==> config.mk <==
export PLATFORM = sky130hd
export DESIGN_NAME = frame_classifier
export DESIGN_NICKNAME = d
export VERILOG_FILES = /design/src/rtl/fc_pkg.sv /design/src/rtl/fc_control.sv /design/src/rtl/fc_datapath.sv /design/src/rtl/frame_classifier.sv
export SDC_FILE = /design/constraint.sdc
export NUM_CORES = 2
export LEC_CHECK = 0
export ABC_AREA = 0
export BUFFER_PORTS_ARGS = -buffer_cell sky130_fd_sc_hd__buf_2
export CAP_MARGIN = 20
export CORE_AREA = 5 5 567 569
export CTS_BUF_LIST = sky130_fd_sc_hd__clkbuf_8 sky130_fd_sc_hd__clkbuf_16
export DETAILED_ROUTE_END_ITERATION = 16
export DIE_AREA = 0 0 572 574
export MAX_ROUTING_LAYER = met4
export PLACE_DENSITY_LB_ADDON = 0.2
export SLEW_MARGIN = 20
export SYNTH_ARGS = -nofsm -noshare
export SYNTH_HDL_FRONTEND = slang
export SYNTH_SLANG_ARGS = --single-unit
==> constraint.sdc <==
create_clock -name clk -period 9.2 [get_ports clk]
set_input_delay 0.92 -clock clk [delete_from_list [all_inputs] [get_ports clk]]
set_output_delay 0.92 -clock clk [all_outputs]
set_load 0.05 [all_outputs]
==> src/rtl/fc_pkg.sv <==
package fc_pkg;
  localparam int WORD_W     = 16;
  localparam int NIB_N      = WORD_W / 4;
  localparam int PROG_DEPTH = 64;
  localparam int ADDR_W     = $clog2(PROG_DEPTH);
  localparam int FLAG_N     = 16;
  localparam int FLAG_W     = $clog2(FLAG_N);

  typedef enum logic [1:0] {
    OP_NOP = 2'd0,
    OP_MOV = 2'd1,
    OP_AND = 2'd2,
    OP_OR  = 2'd3
  } op_e;

  // Field order fixes the configuration word layout.
  typedef struct packed {
    op_e               op;
    logic [FLAG_W-1:0] dst;
    logic [ADDR_W-1:0] offset;
    logic [NIB_N-1:0]  nibEn;
    logic [WORD_W-1:0] value;
  } instr_t;

  localparam int INSTR_W = $bits(instr_t);

  // Strobes from control to datapath.
  typedef struct packed {
    logic              exec;
    logic              first;
    logic [ADDR_W-1:0] idx;
  } ctl_t;
endpackage

==> src/rtl/fc_control.sv <==
module fc_control
  import fc_pkg::*;
(
  input  logic              clk,
  input  logic              rstN,
  input  logic              wordValid,
  input  logic              sof,
  input  logic              eof,
  input  logic [ADDR_W-1:0] progEnd,
  output ctl_t              ctl,
  output logic              done
);
  logic [ADDR_W-1:0] pcQ;
  logic              activeQ;
  logic              doneQ;
  logic              accept;
  logic              finish;
  logic [ADDR_W-1:0] idx;

  always_comb begin
    accept    = wordValid && (sof || activeQ);
    idx       = sof ? '0 : pcQ;
    finish    = accept && (eof || (idx == progEnd));
    ctl.exec  = accept;
    ctl.first = wordValid && sof;
    ctl.idx   = idx;
  end

  always_ff @(posedge clk) begin
    if (!rstN) begin
      pcQ     <= '0;
      activeQ <= 1'b0;
      doneQ   <= 1'b0;
    end else begin
      doneQ <= finish;
      if (accept) begin
        activeQ <= !finish;
        pcQ     <= finish ? '0 : ADDR_W'(idx + 1'b1);
      end
    end
  end

  assign done = doneQ;

  // no word, no movement and no done
  p_pc_hold_r5: assert property (@(posedge clk) disable iff (!rstN)
    !wordValid |=> ($stable(pcQ) && !doneQ));

  // done only ever follows an accepted word
  p_done_src_r7: assert property (@(posedge clk) disable iff (!rstN)
    doneQ |-> $past(wordValid));

  // stray words after completion are dropped
  p_drop_r9: assert property (@(posedge clk) disable iff (!rstN)
    (wordValid && !sof && !activeQ) |=> (!doneQ && $stable(pcQ)));

  // start of frame always restarts at index zero
  p_restart_r12: assert property (@(posedge clk) disable iff (!rstN)
    (wordValid && sof && !eof && (progEnd != '0)) |=> (pcQ == ADDR_W'(1) && activeQ));
endmodule

==> src/rtl/fc_datapath.sv <==
module fc_datapath
  import fc_pkg::*;
(
  input  logic               clk,
  input  logic               rstN,
  input  logic               cfgWe,
  input  logic [ADDR_W-1:0]  cfgAddr,
  input  logic [INSTR_W-1:0] cfgData,
  input  ctl_t               ctl,
  input  logic [WORD_W-1:0]  wordData,
  output logic [FLAG_N-1:0]  flags,
  output logic               progErr
);
  instr_t            progMem [PROG_DEPTH];
  logic [WORD_W-1:0] wordBuf [PROG_DEPTH];
  instr_t            curIns;
  logic [WORD_W-1:0] selWord;
  logic [NIB_N-1:0]  nibOk;
  logic              early;
  logic              hit;
  logic              fault;
  logic [FLAG_N-1:0] baseFlags;
  logic [FLAG_N-1:0] nxtFlags;
  logic [FLAG_N-1:0] flagQ;
  logic              errQ;

  always_ff @(posedge clk) begin
    if (cfgWe) progMem[cfgAddr] <= instr_t'(cfgData);
    if (ctl.exec) wordBuf[ctl.idx] <= wordData;
  end

  assign curIns  = progMem[ctl.idx];
  assign early   = curIns.offset > ctl.idx;
  // Offset equal to the current index reads the arriving word
  assign selWord = (curIns.offset == ctl.idx) ? wordData : wordBuf[curIns.offset];

  for (genvar n = 0; n < NIB_N; n++) begin : g_nib
    assign nibOk[n] = !curIns.nibEn[n] ||
                      (selWord[4*n +: 4] == curIns.value[4*n +: 4]);
  end

  assign hit   = (&nibOk) && !early;
  assign fault = ctl.exec && (curIns.op != OP_NOP) && early;

  always_comb begin
    baseFlags = ctl.first ? '0 : flagQ;
    nxtFlags  = baseFlags;
    unique case (curIns.op)
      OP_MOV:  nxtFlags[curIns.dst] = hit;
      OP_AND:  nxtFlags[curIns.dst] = baseFlags[curIns.dst] & hit;
      OP_OR:   nxtFlags[curIns.dst] = baseFlags[curIns.dst] | hit;
      default: nxtFlags = baseFlags;
    endcase
  end

  always_ff @(posedge clk) begin
    if (!rstN) begin
      flagQ <= '0;
      errQ  <= 1'b0;
    end else begin
      if (ctl.exec) flagQ <= nxtFlags;
      if (fault)    errQ  <= 1'b1;
    end
  end

  assign flags   = flagQ;
  assign progErr = errQ;

  // flags only move on an executed word
  p_idle_flags_r5: assert property (@(posedge clk) disable iff (!rstN)
    !ctl.exec |=> $stable(flagQ));

  // a no-op in mid-frame keeps every flag
  p_nop_keep_r4: assert property (@(posedge clk) disable iff (!rstN)
    (ctl.exec && !ctl.first && curIns.op == OP_NOP) |=> $stable(flagQ));

  // frame start with a no-op leaves all flags clear
  p_first_clear_r6: assert property (@(posedge clk) disable iff (!rstN)
    (ctl.exec && ctl.first && curIns.op == OP_NOP) |=> (flagQ == '0));

  // error bit is sticky
  p_err_sticky_r10: assert property (@(posedge clk) disable iff (!rstN)
    errQ |=> errQ);
endmodule

==> src/rtl/frame_classifier.sv <==
module frame_classifier
  import fc_pkg::*;
(
  input  logic               clk,
  input  logic               rstN,
  input  logic               cfgWe,
  input  logic [ADDR_W-1:0]  cfgAddr,
  input  logic [INSTR_W-1:0] cfgData,
  input  logic [ADDR_W-1:0]  progEnd,
  input  logic               wordValid,
  input  logic               sof,
  input  logic               eof,
  input  logic [WORD_W-1:0]  wordData,
  output logic [FLAG_N-1:0]  flags,
  output logic               done,
  output logic               progErr
);
  ctl_t ctl;

  fc_control u_ctl (
    .clk       (clk),
    .rstN      (rstN),
    .wordValid (wordValid),
    .sof       (sof),
    .eof       (eof),
    .progEnd   (progEnd),
    .ctl       (ctl),
    .done      (done)
  );

  fc_datapath u_dp (
    .clk      (clk),
    .rstN     (rstN),
    .cfgWe    (cfgWe),
    .cfgAddr  (cfgAddr),
    .cfgData  (cfgData),
    .ctl      (ctl),
    .wordData (wordData),
    .flags    (flags),
    .progErr  (progErr)
  );
endmodule

Yosys cells after proc, flatten, opt, wreduce, memory -nomap -nowiden
Memories as Yosys holds them, arrays and structs flattened. Index checks and enable logic that the tools add are counted.

Register bits after elaboration: 25. RAM bits: 3072. Bits of input ports: 66. Output and inout port bits: 18. Word-level logic and storage cells: 59. Memories: 2.

Add/subtract/negate cells: 1. Order comparisons: 3. Equality and inequality tests: 9. Mux-type cells: 16. Bitwise logic cells: 2. Reductions and logical operators: 21.

Memory list: u_dp.progMem (words 64, width 32, rd ports 1, clocked after memory_dff 0, wr ports 1, RTL line fc_datapath.sv:14) `instr_t progMem [PROG_DEPTH];`; u_dp.wordBuf (words 64, width 16, rd ports 1, clocked after memory_dff 0, wr ports 1, RTL line fc_datapath.sv:15) `logic [WORD_W-1:0] wordBuf [PROG_DEPTH];`.

Operators by type and width (number): $bwmux 16 (3); $pmux 16 s3 (1); $mux 16 (2); $eq 4x4->1 (4); $eq 6x6->1 (2); $mux 6 (2); $logic_and 1x1->1 (7); $add 6x1->6 const B (1); $gt 6x6->1 (1); $logic_not 1->1 (6); $logic_or 1x1->1 (6); $mux 1 (6); $lt 4x5->1 const B (1); $bmux 1 s4 (1); $demux 1 s4 (1); $eq 2x2->1 const B (2); $ge 4x1->1 const B (1); $reduce_and 4->1 (1); $eq 2x1->1 const B (1); $reduce_bool 2->1 (1); $and 1x1->1 (1); $or 1x1->1 (1).

Logic depth before layout (Yosys ltp)
An unclocked memory read counts as a cell.

Depth in word-level cells: 11. Depth in mapped cells: 30. Gate-level depth less buffers: 22.

By module
A second synthesis with hierarchy kept.

Cell total of the unflattened synthesis: 7343. Area, all modules: 118844.0 um2.

Modules (own cells, without submodules): fc_datapath (times used 1, cells each 7264, area each 118169.6 um2, seq. area each 92588.8 um2); fc_control (times used 1, cells each 79, area each 674.4 um2, seq. area each 160.2 um2).

Worst setup path after synthesis
Ideal clock, no wire load.

Kind: input to register. From: in sof. To: reg u_dp.flagQ[10], in the netlist u_dp.flags[10]. Library setup time: 69 ps. Arrival: 5983 ps. Required time: 9131 ps. Path slack: 3148 ps. Stages on the path: 26. Buffers on the path: 7. Path through: buf_4 buf_4 or2_2 clkbuf_1 a211oi_1 o2111a_2 nand2_4 inv_4 buf_2 buf_2 buf_1 ha_1 and3_1 nand3_1 nor3_1 nand2_1 mux2_2 a2111oi_2 nor4_1 mux2_2 a2111oi_0 a41oi_1 nor4_2 a211oi_2 buf_6 o21ai_1.

Cells in the longest elaborated chain, start to end: 11. Elaborated cells on any way between the ends: 41. Classes of those cells: order compare: 3; eq/ne: 8; mux: 11; bitwise: 2; reduce/logical: 15; memory: 2.

Ends and longest elaborated chain: from (decl) (RTL line frame_classifier.sv:11) `input logic sof,`; $mux 6 (RTL line fc_control.sv:22) `idx = sof ? '0 : pcQ;`; $mem_v2 64x32; $mem_v2 64x16 / $eq 6x6->1 (equally long branches); $mux 16 (RTL line fc_datapath.sv:35) `assign selWord = (curIns.offset == ctl.idx) ? wordData : wordBuf[curIns.offset];`; $eq 4x4->1 (RTL line fc_datapath.sv:39) `(selWord[4*n +: 4] == curIns.value[4*n +: 4]);`; $logic_or 1x1->1 (RTL line fc_datapath.sv:38) `assign nibOk[n] = !curIns.nibEn[n] ||`; $reduce_and 4->1 (RTL line fc_datapath.sv:42) `assign hit = (&nibOk) && !early;`; $logic_and 1x1->1 (RTL line fc_datapath.sv:42); $or 1x1->1 / $and 1x1->1 (equally long branches) (RTL line fc_datapath.sv:51, fc_datapath.sv:50); $bwmux 16, on equally long branches (RTL line fc_datapath.sv:51, fc_datapath.sv:50); $pmux 16 s3 (RTL line fc_datapath.sv:48) `unique case (curIns.op)`; to (signal assigned) (RTL line fc_datapath.sv:61) `if (ctl.exec) flagQ <= nxtFlags;`; to (decl) (RTL line fc_datapath.sv:24) `logic [FLAG_N-1:0] flagQ;`.

Parallel ways exist; a longest one is shown, timed or not. The select of a mux whose other input is x is not followed. A chain may end at the register's enable or synchronous reset.

Worst setup path after layout
From: reg u_ctl.pcQ[2]. To: reg u_dp.flagQ[1], in the netlist u_dp.flags[1].

Cells in the longest elaborated chain, start to end: 11. Elaborated cells on any way between the ends: 37. Classes of those cells: order compare: 3; eq/ne: 8; mux: 10; bitwise: 2; reduce/logical: 12; memory: 2.

Ends and longest elaborated chain: from (decl) (RTL line fc_control.sv:13) `logic [ADDR_W-1:0] pcQ;`; from (signal assigned) (RTL line fc_control.sv:38) `pcQ <= finish ? '0 : ADDR_W'(idx + 1'b1);`; $mux 6 (*) (RTL line fc_control.sv:22); $mem_v2 64x32; $mem_v2 64x16 / $eq 6x6->1 (equally long branches); $mux 16 (RTL line fc_datapath.sv:35); $eq 4x4->1 (RTL line fc_datapath.sv:39); $logic_or 1x1->1 (RTL line fc_datapath.sv:38); $reduce_and 4->1 (RTL line fc_datapath.sv:42); $logic_and 1x1->1 (RTL line fc_datapath.sv:42); $or 1x1->1 / $and 1x1->1 (equally long branches) (RTL line fc_datapath.sv:51, fc_datapath.sv:50); $bwmux 16, on equally long branches (RTL line fc_datapath.sv:51, fc_datapath.sv:50); $pmux 16 s3 (*) (RTL line fc_datapath.sv:48).

Every way passes the cells marked *; elsewhere a longest branch is shown, timed or not. The select of a mux whose other input is x is not followed.

==> results summary <==
The worst setup path is of the flip-flop to flip-flop kind. The synthesized net count came out at 8038. The register-to-register setup slack came out at 1.20 ns. The worst clock skew on the final layout came out at 0.0550 ns. The via count normalized by instance count came out at 6.16.

The worst pin sits at a relative slew slack of 0.153. The final number of hold-violating endpoints is 0. The endpoint type of the worst setup path is a flip-flop.

Among all flip-flop cells after synthesis, the most frequent one is sky130_fd_sc_hd__edfxtp_1. For the pin with the worst max-slew slack, the measured transition is 1.26 ns. In this run the power density over the cells is 210 mW/mm^2. The congestion estimate from routability-driven global placement came to 0.935.

Excluding fillers, the count of instances in the completed layout stands at 12.6k. STA puts the critical path data required time at 9.98 ns. Setup violations remaining at the end of the flow were counted as 0. Clock tree synthesis found a total of 3097 sinks.

During synthesis, Yosys emitted a total of 0 warnings. The cell area after synthesis came out at 0.122 sq mm. The number of buffers created by CTS came out at 327. Compared with the post-synthesis result, the final layout area differs by 13.9%. The library cell with the highest instance count after synthesis is sky130_fd_sc_hd__edfxtp_1. The first-pass GRT wire length is 602 mm. The worst hold path begins at wordData[5]. The total overflow reported by the global router came out at 0.

The post-synthesis sequential area ratio came out at 0.757. The worst hold path terminates at u_dp.wordBuf[16][5]. The number of core rows came out at 207. The instance area after placement came out at 0.129 sq mm. The count of different cell masters after synthesis is 104. Entering global routing, the biggest net connects 137 pins. The die extent in x came out at 572 um. The flow ran to the end, and the final reports show no timing, DRC or antenna violations. In this run the clock root is driven by a sky130_fd_sc_hd__clkbuf_16. The number of instances resized during post-cts repair is 0. The maximum fanout count along the critical path came out at 33.

After clock tree synthesis, the flow added hold-fix buffers numbering 0. The number of pins with negative max-slew slack in the final report is 0. The count of nets after finishing is 8283.

Dividing the synthesized area by the synthesized cell count gives 15.4 sq um. After detailed placement, the design holds a cell count of 12.1k. The worst vdd rail ir drop came out at 0.193 mV. The worst setup path is launched from a flip-flop. The first detailed-routing pass ran for 8 iterations. Once layout is done, the placed cells without fillers occupy 0.140 sq mm. The remaining antenna violation count after routing came out at 0. The async set-reset flop share out of synthesis is 0.

Summed over all nets, the half-perimeter wirelength after detailed placement is 249 mm. The min-delay analysis places its worst path in the category input port to flip-flop. Setup repair after global routing left no endpoint under its margin. The depth of the CTS H-tree came out at 5.

The final routed wirelength across all metal layers came out at 437 mm. The die covers 0.328 sq mm. The placeable core region came out at 0.316 sq mm.

After clock tree synthesis, the clock-pin slew on the worst setup and hold paths is 0.06 ns. The number of design rule violations left after detail routing came out at 0. Ranked by instance count, the synthesized netlist is headed by sky130_fd_sc_hd__edfxtp_1, sky130_fd_sc_hd__nand2_1, sky130_fd_sc_hd__mux2i_1.

The biggest area contributor in the post-synthesis netlist is sky130_fd_sc_hd__edfxtp_1. The post-synthesis instance total came out at 7966. The number of register bits inferred by synthesis came out at 3097. The standby leakage power came out at 44.9 nW. The number of setup buffers added after CTS is 0. The total power consumption of the routed design is 0.0293 W.

The sum of negative setup slack came out at 0 ns. 84 I/O pins were placed. The number of antenna violations at the first check in global routing was 20. The worst-case reg-to-reg path depth is 25. In this run, synthesis inferred 3072 flip-flops with an integrated enable.

The shortest period the worst path allows is 8.00 ns. The layout cell share with drive strength beyond 1 came out at 0.142. The max-capacitance violation count is 0.

In the post-synthesis netlist, the biggest area contributors are sky130_fd_sc_hd__edfxtp_1, sky130_fd_sc_hd__mux2i_1, sky130_fd_sc_hd__nand2_1. The initial standard-cell utilization of the core is 0.387. Measured on the finished design, the core utilization comes to 0.441. The worst register-to-register path begins at u_ctl.pcQ[2]. Data arrives at the worst endpoint at 8.78 ns.

The clock tree from TritonCTS is built. The final clock period utilization by the worst path is 0.869. The number of global-route vias before repair came to 74.0k. The die height came out at 574 um.

The area share of the largest cell type after synthesis came out at 0.753. For this block, the via count after detailed routing is 77.9k. The violation count after the first detailed-route iteration is 10.6k. In the global route stage, overall resource usage came out at 0.266. Port buffering added 83 buffers. The worst-case clock buffer depth is 4. The capture instance of the worst register-to-register path is u_dp.flags[1].

The number of cells on the worst hold path came out at 1. The clock latency on the worst-skew pair came out at 0.88 ns. The maximum clock frequency is 0.125 GHz.

The average wire per standard cell is 34.6 um.
final cells by class:
cell class	count	area (sq um)
multi-input combinational	4295	27800
clock inverter	233	1670
inverter	41	184
fill	27800	177000
timing repair buffer	449	3450
sequential	3097	92800
tap	4180	5230
clock buffer	341	8480
antenna	11	27.5
where the power goes:
part / leakage (nW) / switching, W / total [W] / internal [W]
clock: 5.27 / 0.00547 / 0.0127 / 0.00723
combinational: 11.8 / 0.000803 / 0.00104 / 0.000238
sequential: 27.8 / 0.0000186 / 0.0156 / 0.0156
total: 44.9 / 0.00629 / 0.0293 / 0.0230
flip-flops by register name, indices dropped and copies added (netlist names):
name	flops
u_dp.progErr	1
u_ctl.activeQ	1
u_ctl.done	1
u_dp.flags	16
u_ctl.pcQ	6
u_dp.wordBuf	1024
u_dp.progMem	2048
cells by family (layout without fill, tap and decap cells):
logic type | count (synthesis) | count (layout) | share of synthesized area
buffers and inverters | 574 | 1064 | 0.0237
adders and majority gates | 6 | 6 | 0.000613
xor gates and xnor gates | 27 | 27 | 0.00193
DFF | 3097 | 3097 | 0.757
muxes | 548 | 548 | 0.0470
AOI/OAI and AO/OA | 1734 | 1734 | 0.0984
other | 0 | 11 | 0
and+or+nand+nor | 1980 | 1980 | 0.0712
routing by layer:
layer,vias to the layer above,routed length [um],global-route usage
met3,921,40700,0.0483
met2,4538,206000,0.416
met1,40500,171000,0.349
met5,-,0,-
li1,31900,-,-
met4,0,18900,0.0969
per-stage QoR:
| step | worst slack, ns | hold WS (ns) |
|---|---|---|
| after floorplan | 3.15 | 0.551 |
| after global placement | 0.819 | 0.451 |
| after detailed placement | 0.841 | 0.462 |
| after CTS | 1.11 | 0.377 |
| after global routing | 0.968 | 0.401 |
| final | 1.20 | 0.424 |
how the worst max path moves through the flow:
stage | start | depth (start not counted) | slack [ns] | endpoint
final | u_ctl.pcQ[2] | 25 | 1.20 | u_dp.flags[1]
after global routing | u_ctl.pcQ[2] | 25 | 0.97 | u_dp.flags[0]
after CTS | u_ctl.pcQ[2] | 25 | 1.11 | u_dp.flags[0]
after detailed placement | sof | 21 | 0.84 | u_dp.flags[0]
after global placement | sof | 25 | 0.82 | u_dp.flags[4]
after floorplan | sof | 26 | 3.15 | u_dp.flags[10]
placed cells by master, fill, tap and decap left out, drive strengths merged, types with 97 or more instances in the layout:
cell type,Yosys,final
a21oi,280,280
a221oi,97,97
a22oi,100,100
a31oi,107,107
buf,348,449
clkbuf,185,341
clkinv,2,121
edfxtp,3072,3072
inv,39,126
mux2i,450,450
nand2,1057,1057
nand3,289,289
nor2,315,315
o21ai,271,271
o22ai,247,247
critical path, cell delays in order (launching register included):
cell and delay (ns):
sky130_fd_sc_hd__dfxtp_4 0.80, sky130_fd_sc_hd__buf_4 0.41, sky130_fd_sc_hd__buf_4 0.43, sky130_fd_sc_hd__nand2b_1 0.52, sky130_fd_sc_hd__o22ai_1 0.33, sky130_fd_sc_hd__o2bb2ai_1 0.21, sky130_fd_sc_hd__o41ai_2 0.16, sky130_fd_sc_hd__o2111a_2 0.27
sky130_fd_sc_hd__nand2_4 0.31, sky130_fd_sc_hd__inv_6 0.08, sky130_fd_sc_hd__ha_1 0.29, sky130_fd_sc_hd__and3_1 0.17, sky130_fd_sc_hd__nand3_1 0.22, sky130_fd_sc_hd__nor3_2 0.23, sky130_fd_sc_hd__buf_4 0.26, sky130_fd_sc_hd__nand2_1 0.08
sky130_fd_sc_hd__mux2_2 0.30, sky130_fd_sc_hd__a2111oi_2 0.33, sky130_fd_sc_hd__nor4_1 0.09, sky130_fd_sc_hd__mux2_2 0.31, sky130_fd_sc_hd__a2111oi_0 0.41, sky130_fd_sc_hd__a41oi_1 0.24, sky130_fd_sc_hd__nor4_2 0.78, sky130_fd_sc_hd__buf_4 0.25
sky130_fd_sc_hd__a211oi_4 0.15, sky130_fd_sc_hd__o21ai_0 0.20
Power figures use the tool's default switching activity.
